===== src/rtl/addr_bit_latch_pkg.sv =====
package addr_bit_latch_pkg;

  typedef enum logic [1:0] {
    MODE_WRITE  = 2'b00,
    MODE_HOLD   = 2'b01,
    MODE_DEMUX  = 2'b10,
    MODE_CLEAR  = 2'b11
  } latchMode_e;

  // strobes from the control decoder to the storage datapath
  typedef struct packed {
    logic wrStrobe;   // write the addressed bit at the edge
    logic zeroStore;  // empty every bit at the edge
    logic forceLow;   // outputs come from the forced path, not storage
    logic decodeOut;  // forced path passes data to the addressed output
  } latchCtl_t;

endpackage


===== src/rtl/addr_bit_latch_ctrl.sv =====
module addr_bit_latch_ctrl
  import addr_bit_latch_pkg::*;
#(
  parameter int NUM_BITS = 8,
  localparam int SEL_W = $clog2(NUM_BITS)
) (
  input  logic                enN,
  input  logic                clrN,
  input  logic [SEL_W-1:0]    sel,
  output latchCtl_t           ctl,
  output logic [NUM_BITS-1:0] selHot
);

  latchMode_e mode;

  always_comb begin
    unique case ({~clrN, enN})
      2'b00:   mode = MODE_WRITE;
      2'b01:   mode = MODE_HOLD;
      2'b10:   mode = MODE_DEMUX;
      default: mode = MODE_CLEAR;
    endcase
  end

  always_comb begin
    ctl = '0;
    unique case (mode)
      MODE_WRITE: ctl.wrStrobe = 1'b1;
      MODE_HOLD:  ;
      MODE_DEMUX: begin
        ctl.zeroStore = 1'b1;
        ctl.forceLow  = 1'b1;
        ctl.decodeOut = 1'b1;
      end
      default: begin
        ctl.zeroStore = 1'b1;
        ctl.forceLow  = 1'b1;
      end
    endcase
  end

  // binary index to one-hot: bit i is addressed by sel value i
  for (genvar i = 0; i < NUM_BITS; i++) begin : g_hot
    assign selHot[i] = (sel == SEL_W'(i));
  end

endmodule


===== src/rtl/addr_bit_latch_dp.sv =====
module addr_bit_latch_dp
  import addr_bit_latch_pkg::*;
#(
  parameter int NUM_BITS = 8
) (
  input  logic                clk,
  input  logic                rstN,
  input  logic                dataIn,
  input  latchCtl_t           ctl,
  input  logic [NUM_BITS-1:0] selHot,
  output logic [NUM_BITS-1:0] qOut
);

  logic [NUM_BITS-1:0] store;

  for (genvar i = 0; i < NUM_BITS; i++) begin : g_bit
    always_ff @(posedge clk or negedge rstN) begin
      if (!rstN)
        store[i] <= 1'b0;
      else if (ctl.zeroStore)
        store[i] <= 1'b0;
      else if (ctl.wrStrobe && selHot[i])
        store[i] <= dataIn;
    end
  end

  always_comb begin
    if (ctl.forceLow)
      qOut = (ctl.decodeOut && dataIn) ? selHot : '0;
    else
      qOut = store;
  end


  wr_target_chk: assert property (@(posedge clk) disable iff (!rstN)
    ctl.wrStrobe |=> ((store & $past(selHot)) == ($past(dataIn) ? $past(selHot) : '0)));


  wr_others_chk: assert property (@(posedge clk) disable iff (!rstN)
    ctl.wrStrobe |=> ((store & ~$past(selHot)) == ($past(store) & ~$past(selHot))));


  hold_stable_chk: assert property (@(posedge clk) disable iff (!rstN)
    (!ctl.wrStrobe && !ctl.zeroStore) |=> $stable(store));


  flush_chk: assert property (@(posedge clk) disable iff (!rstN)
    ctl.zeroStore |=> (store == '0));


  demux_onehot_chk: assert property (@(posedge clk) disable iff (!rstN)
    ctl.decodeOut |-> ($onehot0(qOut) && ((qOut & ~selHot) == '0)));


  clear_low_chk: assert property (@(posedge clk) disable iff (!rstN)
    (ctl.forceLow && !ctl.decodeOut) |-> (qOut == '0));

endmodule


===== src/rtl/addr_bit_latch.sv =====
module addr_bit_latch
  import addr_bit_latch_pkg::*;
#(
  parameter int NUM_BITS = 8,
  localparam int SEL_W = $clog2(NUM_BITS)
) (
  input  logic                clk,
  input  logic                rstN,
  input  logic                dataIn,
  input  logic [SEL_W-1:0]    sel,
  input  logic                enN,
  input  logic                clrN,
  output logic [NUM_BITS-1:0] q
);

  latchCtl_t           ctl;
  logic [NUM_BITS-1:0] selHot;

  addr_bit_latch_ctrl #(.NUM_BITS(NUM_BITS)) u_ctrl (
    .enN    (enN),
    .clrN   (clrN),
    .sel    (sel),
    .ctl    (ctl),
    .selHot (selHot)
  );

  addr_bit_latch_dp #(.NUM_BITS(NUM_BITS)) u_dp (
    .clk    (clk),
    .rstN   (rstN),
    .dataIn (dataIn),
    .ctl    (ctl),
    .selHot (selHot),
    .qOut   (q)
  );

endmodule


===== config.mk =====
export PLATFORM = sky130hd
export DESIGN_NAME = addr_bit_latch
export DESIGN_NICKNAME = d
export VERILOG_FILES = /design/src/rtl/addr_bit_latch_pkg.sv /design/src/rtl/addr_bit_latch_ctrl.sv /design/src/rtl/addr_bit_latch_dp.sv /design/src/rtl/addr_bit_latch.sv
export SDC_FILE = /design/constraint.sdc
export NUM_CORES = 1
export LEC_CHECK = 0
export BUFFER_PORTS_ARGS = -buffer_cell sky130_fd_sc_hd__buf_4
export CORE_MARGIN = 2
export CORE_UTILIZATION = 34
export DETAILED_ROUTE_END_ITERATION = 16
export PLACE_DENSITY = 0.57
export RECOVER_POWER = 50
export SYNTH_ARGS = -nofsm -noshare
export SYNTH_HDL_FRONTEND = slang
export SYNTH_SLANG_ARGS = --single-unit

===== constraint.sdc =====
create_clock -name clk -period 3.1 [get_ports clk]
set_clock_uncertainty 0.2 [all_clocks]
set_input_delay 0.155 -clock clk [delete_from_list [all_inputs] [get_ports clk]]
set_output_delay 0.155 -clock clk [all_outputs]
set_load 0.02 [all_outputs]

; Word level (Yosys, flattened, before mapping)
; Cells that the tools add are included.
[word_totals]
ram_bits = 0
reg_bits = 8
elab_cells = 63
memories = 0
inputBits = 8
latch_bits = 0
output_inout_bits = 8
rom_bits = 0
[classes]
eq_ne = 11
div = 0
shift = 0
n_reduce_logical = 21
n_lt_le_gt_ge = 0
mul = 0
n_addsub = 0
muxes = 22
n_bitwise = 1
[op_table]
columns = cell, n
row1 = two-way mux 1 bit, 18
row2 = two-way mux 8 bit, 2
row3 = nonzero test 2 bit, 8
row4 = "== test 3 bit, second input constant", 4
row5 = logical AND 1 bit, 9
row6 = "== test 3 x 2 -> 1 bit, second input constant", 2
row7 = one-hot mux 2 bit (3 select lines), 1
row8 = "== test 2 x 1 -> 1 bit, second input constant", 2
row9 = "== test 2 bit, second input constant", 2
row10 = zero test 2 bit, 2
row11 = "== test 3 x 1 -> 1 bit, second input constant", 1
row12 = zero test 3 bit, 1
row13 = two-way mux 2 bit, 1
row14 = OR reduction 2 bit, 1
row15 = inverter 1 bit, 1

; Longest topological paths before layout
[logic_depth]
word_depth = 8
depth_mapped = 3
depth_no_buf = 2

; Cells and area by module
; Synthesis repeated with hierarchy kept, for this count alone.
[hier_totals]
hier_cells = 75
hier_area_um2 = 611.8
[by_module_without_submodules]
columns = module, instances, cells_per_inst, area_per_inst_um2, seq_area_each_um2
row1 = addr_bit_latch_dp, 1, 63, 525.5, 200.2
row2 = addr_bit_latch_ctrl, 1, 12, 86.3, 0.0

; Least setup slack after synthesis
; No wires, ideal clock.
[synth_path]
kind = input-to-output
from = input port sel[1]
to = output port q[1]
t_required_ns = 2.745
slack_ns = 1.567
arrival_time_ns = 1.178
n_path_buf = 1
cell_stages = 3
path_cell_list = buf_2 or4b_4 o21ai_1
[synth_via]
elab_chain_len = 3
[synth_rtl]
columns = item, line
row1 = "start, declared", addr_bit_latch.sv:10  ; input logic [SEL_W-1:0] sel,
row2 = == test 3 x 1 -> 1 bit, addr_bit_latch_ctrl.sv:44  ; assign selHot[i] = (sel == SEL_W'(i));
row3 = two-way mux 8 bit, addr_bit_latch_dp.sv:29  ; qOut = (ctl.decodeOut && dataIn) ? selHot : '0;
row4 = two-way mux 8 bit, addr_bit_latch_dp.sv:28  ; if (ctl.forceLow)
row5 = "end, declared", addr_bit_latch.sv:13  ; output logic [NUM_BITS-1:0] q
; Every way passes these cells.

; Worst setup path in the final report
[layout_path]
from = input port enN
to = output port q[0]
[layout_via]
elab_chain_len = 7
word_cells_on_any_way = 13
cone_classes = eq/ne (4) / mux (5) / reduce/logical (4)
[layout_rtl]
columns = item, line
row1 = "start, declared", addr_bit_latch.sv:11  ; input logic enN,
row2 = == test 2 bit (tied with other cells), addr_bit_latch_ctrl.sv:17  ; unique case ({~clrN, enN})
row3 = one-hot mux 2 bit (3 select lines) (*), addr_bit_latch_ctrl.sv:17
row4 = == test 2 bit, addr_bit_latch_ctrl.sv:27  ; unique case (mode)
row5 = two-way mux 1 bit, addr_bit_latch_ctrl.sv:27
row6 = logical AND 1 bit, addr_bit_latch_dp.sv:29
row7 = two-way mux 8 bit, addr_bit_latch_dp.sv:29
row8 = two-way mux 8 bit (*), addr_bit_latch_dp.sv:28
; Every way passes the cells marked *; elsewhere a longest branch is shown, timed or not.

==> flow_summary.ini <==
[outcome]
status = finished, final reports clean

[global_route]
grt_max_degree = 14
grt-ovfl-total = 0
antenna_found_initial = 0
grt_pass1_wl_um = 1890
grt_util_all_layers_pct = 14.2
grt_pass1_vias = 429

[logic_synthesis]
synth_fa_ha_area_share_pct = 0
synthTopCellsByArea = dfrtp_1 39%, mux2i_1 16%, nand2_1 7.3%, nor4bb_1 5.8%, nor4b_1 5.1%
synth_compound_area_share_pct = 11.4
synthCells = 51
synthSimpleGateAreaFrac_pct = 28.4
yosysSeqAreaShare_pct = 38.8
ys_seq_elements = 8
synth_xor_area_share_pct = 0
synth_top_cell_area_share_pct = 38.8
synth_cell_types = 17
avgSynthCellArea_um2 = 10.1
netlist_area_um2 = 515
synth_area_leader_cell = dfrtp_1
synthMuxAreaShare_pct = 15.5
syn-num-nets = 59
synth_top_family_by_area = simple AND/OR/NAND/NOR gates
yosys_warnings = 0

[clocking]
path_clk_slew_ns = 0.05
cts_root_buffer = clkbuf_4
htree_levels = 1
post_cts_resized = 0
clock_path_buffers = 2
cts_sinks = 8
cts_inserted_buffers = 3
clk-insertion-delay-late_ns = 0.24
cts_tree = built

[floorplan]
num_rows = 14
start_util_pct = 35.5
die_x_um = 42.9
core_mm2 = 0.00145
fp.dieArea_mm2 = 0.00184
die_h_um = 42.9
pin_count = 16

[route]
drt_drc_violations_left = 0
dr_wl_met3_um = 89
drtIter0Drc = 4
wl_um = 1070
ant_nets = 0
drt_first_pass_iters = 4
routed_via_density = 5.21
via_count = 422
m1WireLength_um = 505
wl_per_cell_um = 13.2
routed.top_layer = met4
route.met2.wl_um = 459

[timing]
maxSlewViolCount = 0
fin_tns_setup_ns = 0
max_freq_ghz = 0.603
hold_violations = 0
relSlewSlack_pct = 74.3
fin_crit_sh_pct = 53.5
setup_violations = 0
worst_pin_slew_ns = 0.385
grt_setup_unrepaired = no
layout_min_cycle_time_ns = 1.66

[cells_and_area]
largest_reg_flops = 8
top_regs = u_dp.store: 8 flops
n_antenna_cell = 0
regMostFlops = u_dp.store
layout-drive-gt1-share_pct = 27.7
final_common_cell = buf_4
final_util_pct = 44.2
layout_common_cells = 13 x buf_4, 10 x nand2_1, 8 x mux2i_1, 8 x dfrtp_1
fin_nets = 75
syn_to_final_growth_pct = 24.8
fin_cells = 81

[critical_path]
crit_slowest_cell = or4b_4
worstReg2RegEnd = u_dp.store[0]$_DFFE_PN0P_
critical_path.max_stage_delay_ns = 0.61
worst-setup-path-type = in -> out
path_depth = 4
crit_path_end_kind = output pin
r2r_cells = 2
path_cells = clkbuf_1, or4b_4, o31ai_4, buf_4
path_max_fanout = 10
reg2reg_setup_slack_ns = 2.21
start_kind = input port
critPathTopFamily = simple AND/OR/NAND/NOR gates
r2r_start = u_dp.store[0]$_DFFE_PN0P_
crit_arrival_ns = 1.30
path_buf_inv = 2
critPathRequiredTime_ns = 2.74

[place]
hpwl_um = 808
gp_congestion = 0.678
dp_cells = 77
io_buffer_count = 15

[power]
p_total_mw = 0.218
p_leak_nw = 0.277
worst_ir_drop_vdd_uv = 173
power_density_mw_per_mm2 = 339

[hold_path]
worstHoldEndpoint = u_dp.store[1]$_DFFE_PN0P_
min_from = clrN
whs_path_depth = 3
hp-class = in -> reg

[job]
cap_violations = 0
[metal layers]
| layer | up-vias | GRT usage, % |
|---|---|---|
| met1 | 191 | 18.7 |
| met3 | 2 | 3.40 |
| met2 | 14 | 18.8 |
| met4 | 0 | 12.7 |
| li1 | 215 | - |
| met5 | - | 0 |
[tightest hold or removal path, cell delays in order]
cell     delay, ns
buf_4         0.15
nand2_1       0.07
mux2i_1       0.06
[per-stage QoR]
stage,setup WS [ns],area [um^2],hold slack (ns)
5_1_grt,1.37,643,0.0640
3_5_place_dp,1.50,618,-0.228
3_3_place_gp,1.50,618,-0.227
6_report,1.44,643,0.0454
4_1_cts,1.50,651,0.0378
2_1_floorplan,1.57,515,-0.341
[cells in the mapped netlist, drive strengths merged]
| library cell | count |
|---|---|
| nor4bb | 3 |
| buf | 4 |
| or4b | 1 |
| clkbuf | 1 |
| dfrtp | 8 |
| o21ai | 6 |
| nor4 | 1 |
| mux2i | 8 |
| nand4bb | 1 |
| o31ai | 2 |
| nor4b | 3 |
| nand2b | 2 |
| nand2 | 10 |
| nand4b | 1 |
[repair_timing]
action / CTS / global route
hold buffers: 1 / 0
buffers inserted: 0 / 0
hold endpoints to repair: 8 / 0
[kinds of logic (layout without fill, tap and decap cells)]
kind of cell           Yosys count  in the layout
multiplexers                     8              8
AND/OR/NAND/NOR                 22             22
buffers and inverters            5             19
AO/OA/AOI/OAI                    8              8
flip-flops                       8              8
[power breakdown]
part	switching [mW]	internal [mW]
sequential	0.000502	0.107
clock	0.0280	0.0438
combinational	0.0228	0.0163
[worst max path at each step]
stage               slack, ns    to   start
global placement         1.50  q[0]    clrN
CTS                      1.50  q[0]    clrN
global route             1.37  q[0]     enN
floorplan                1.57  q[1]  sel[1]
detailed placement       1.50  q[0]    clrN
finish                   1.44  q[0]     enN
[area by class of cell]
cell class,instances,area [um^2]
Fill cell,148,811
Timing Repair Buffer,16,115
Multi-Input combinational cell,38,285
Sequential cell,8,200
Clock buffer,3,22.5
Tap cell,16,20.0
(Power assumes the default switching activity.)
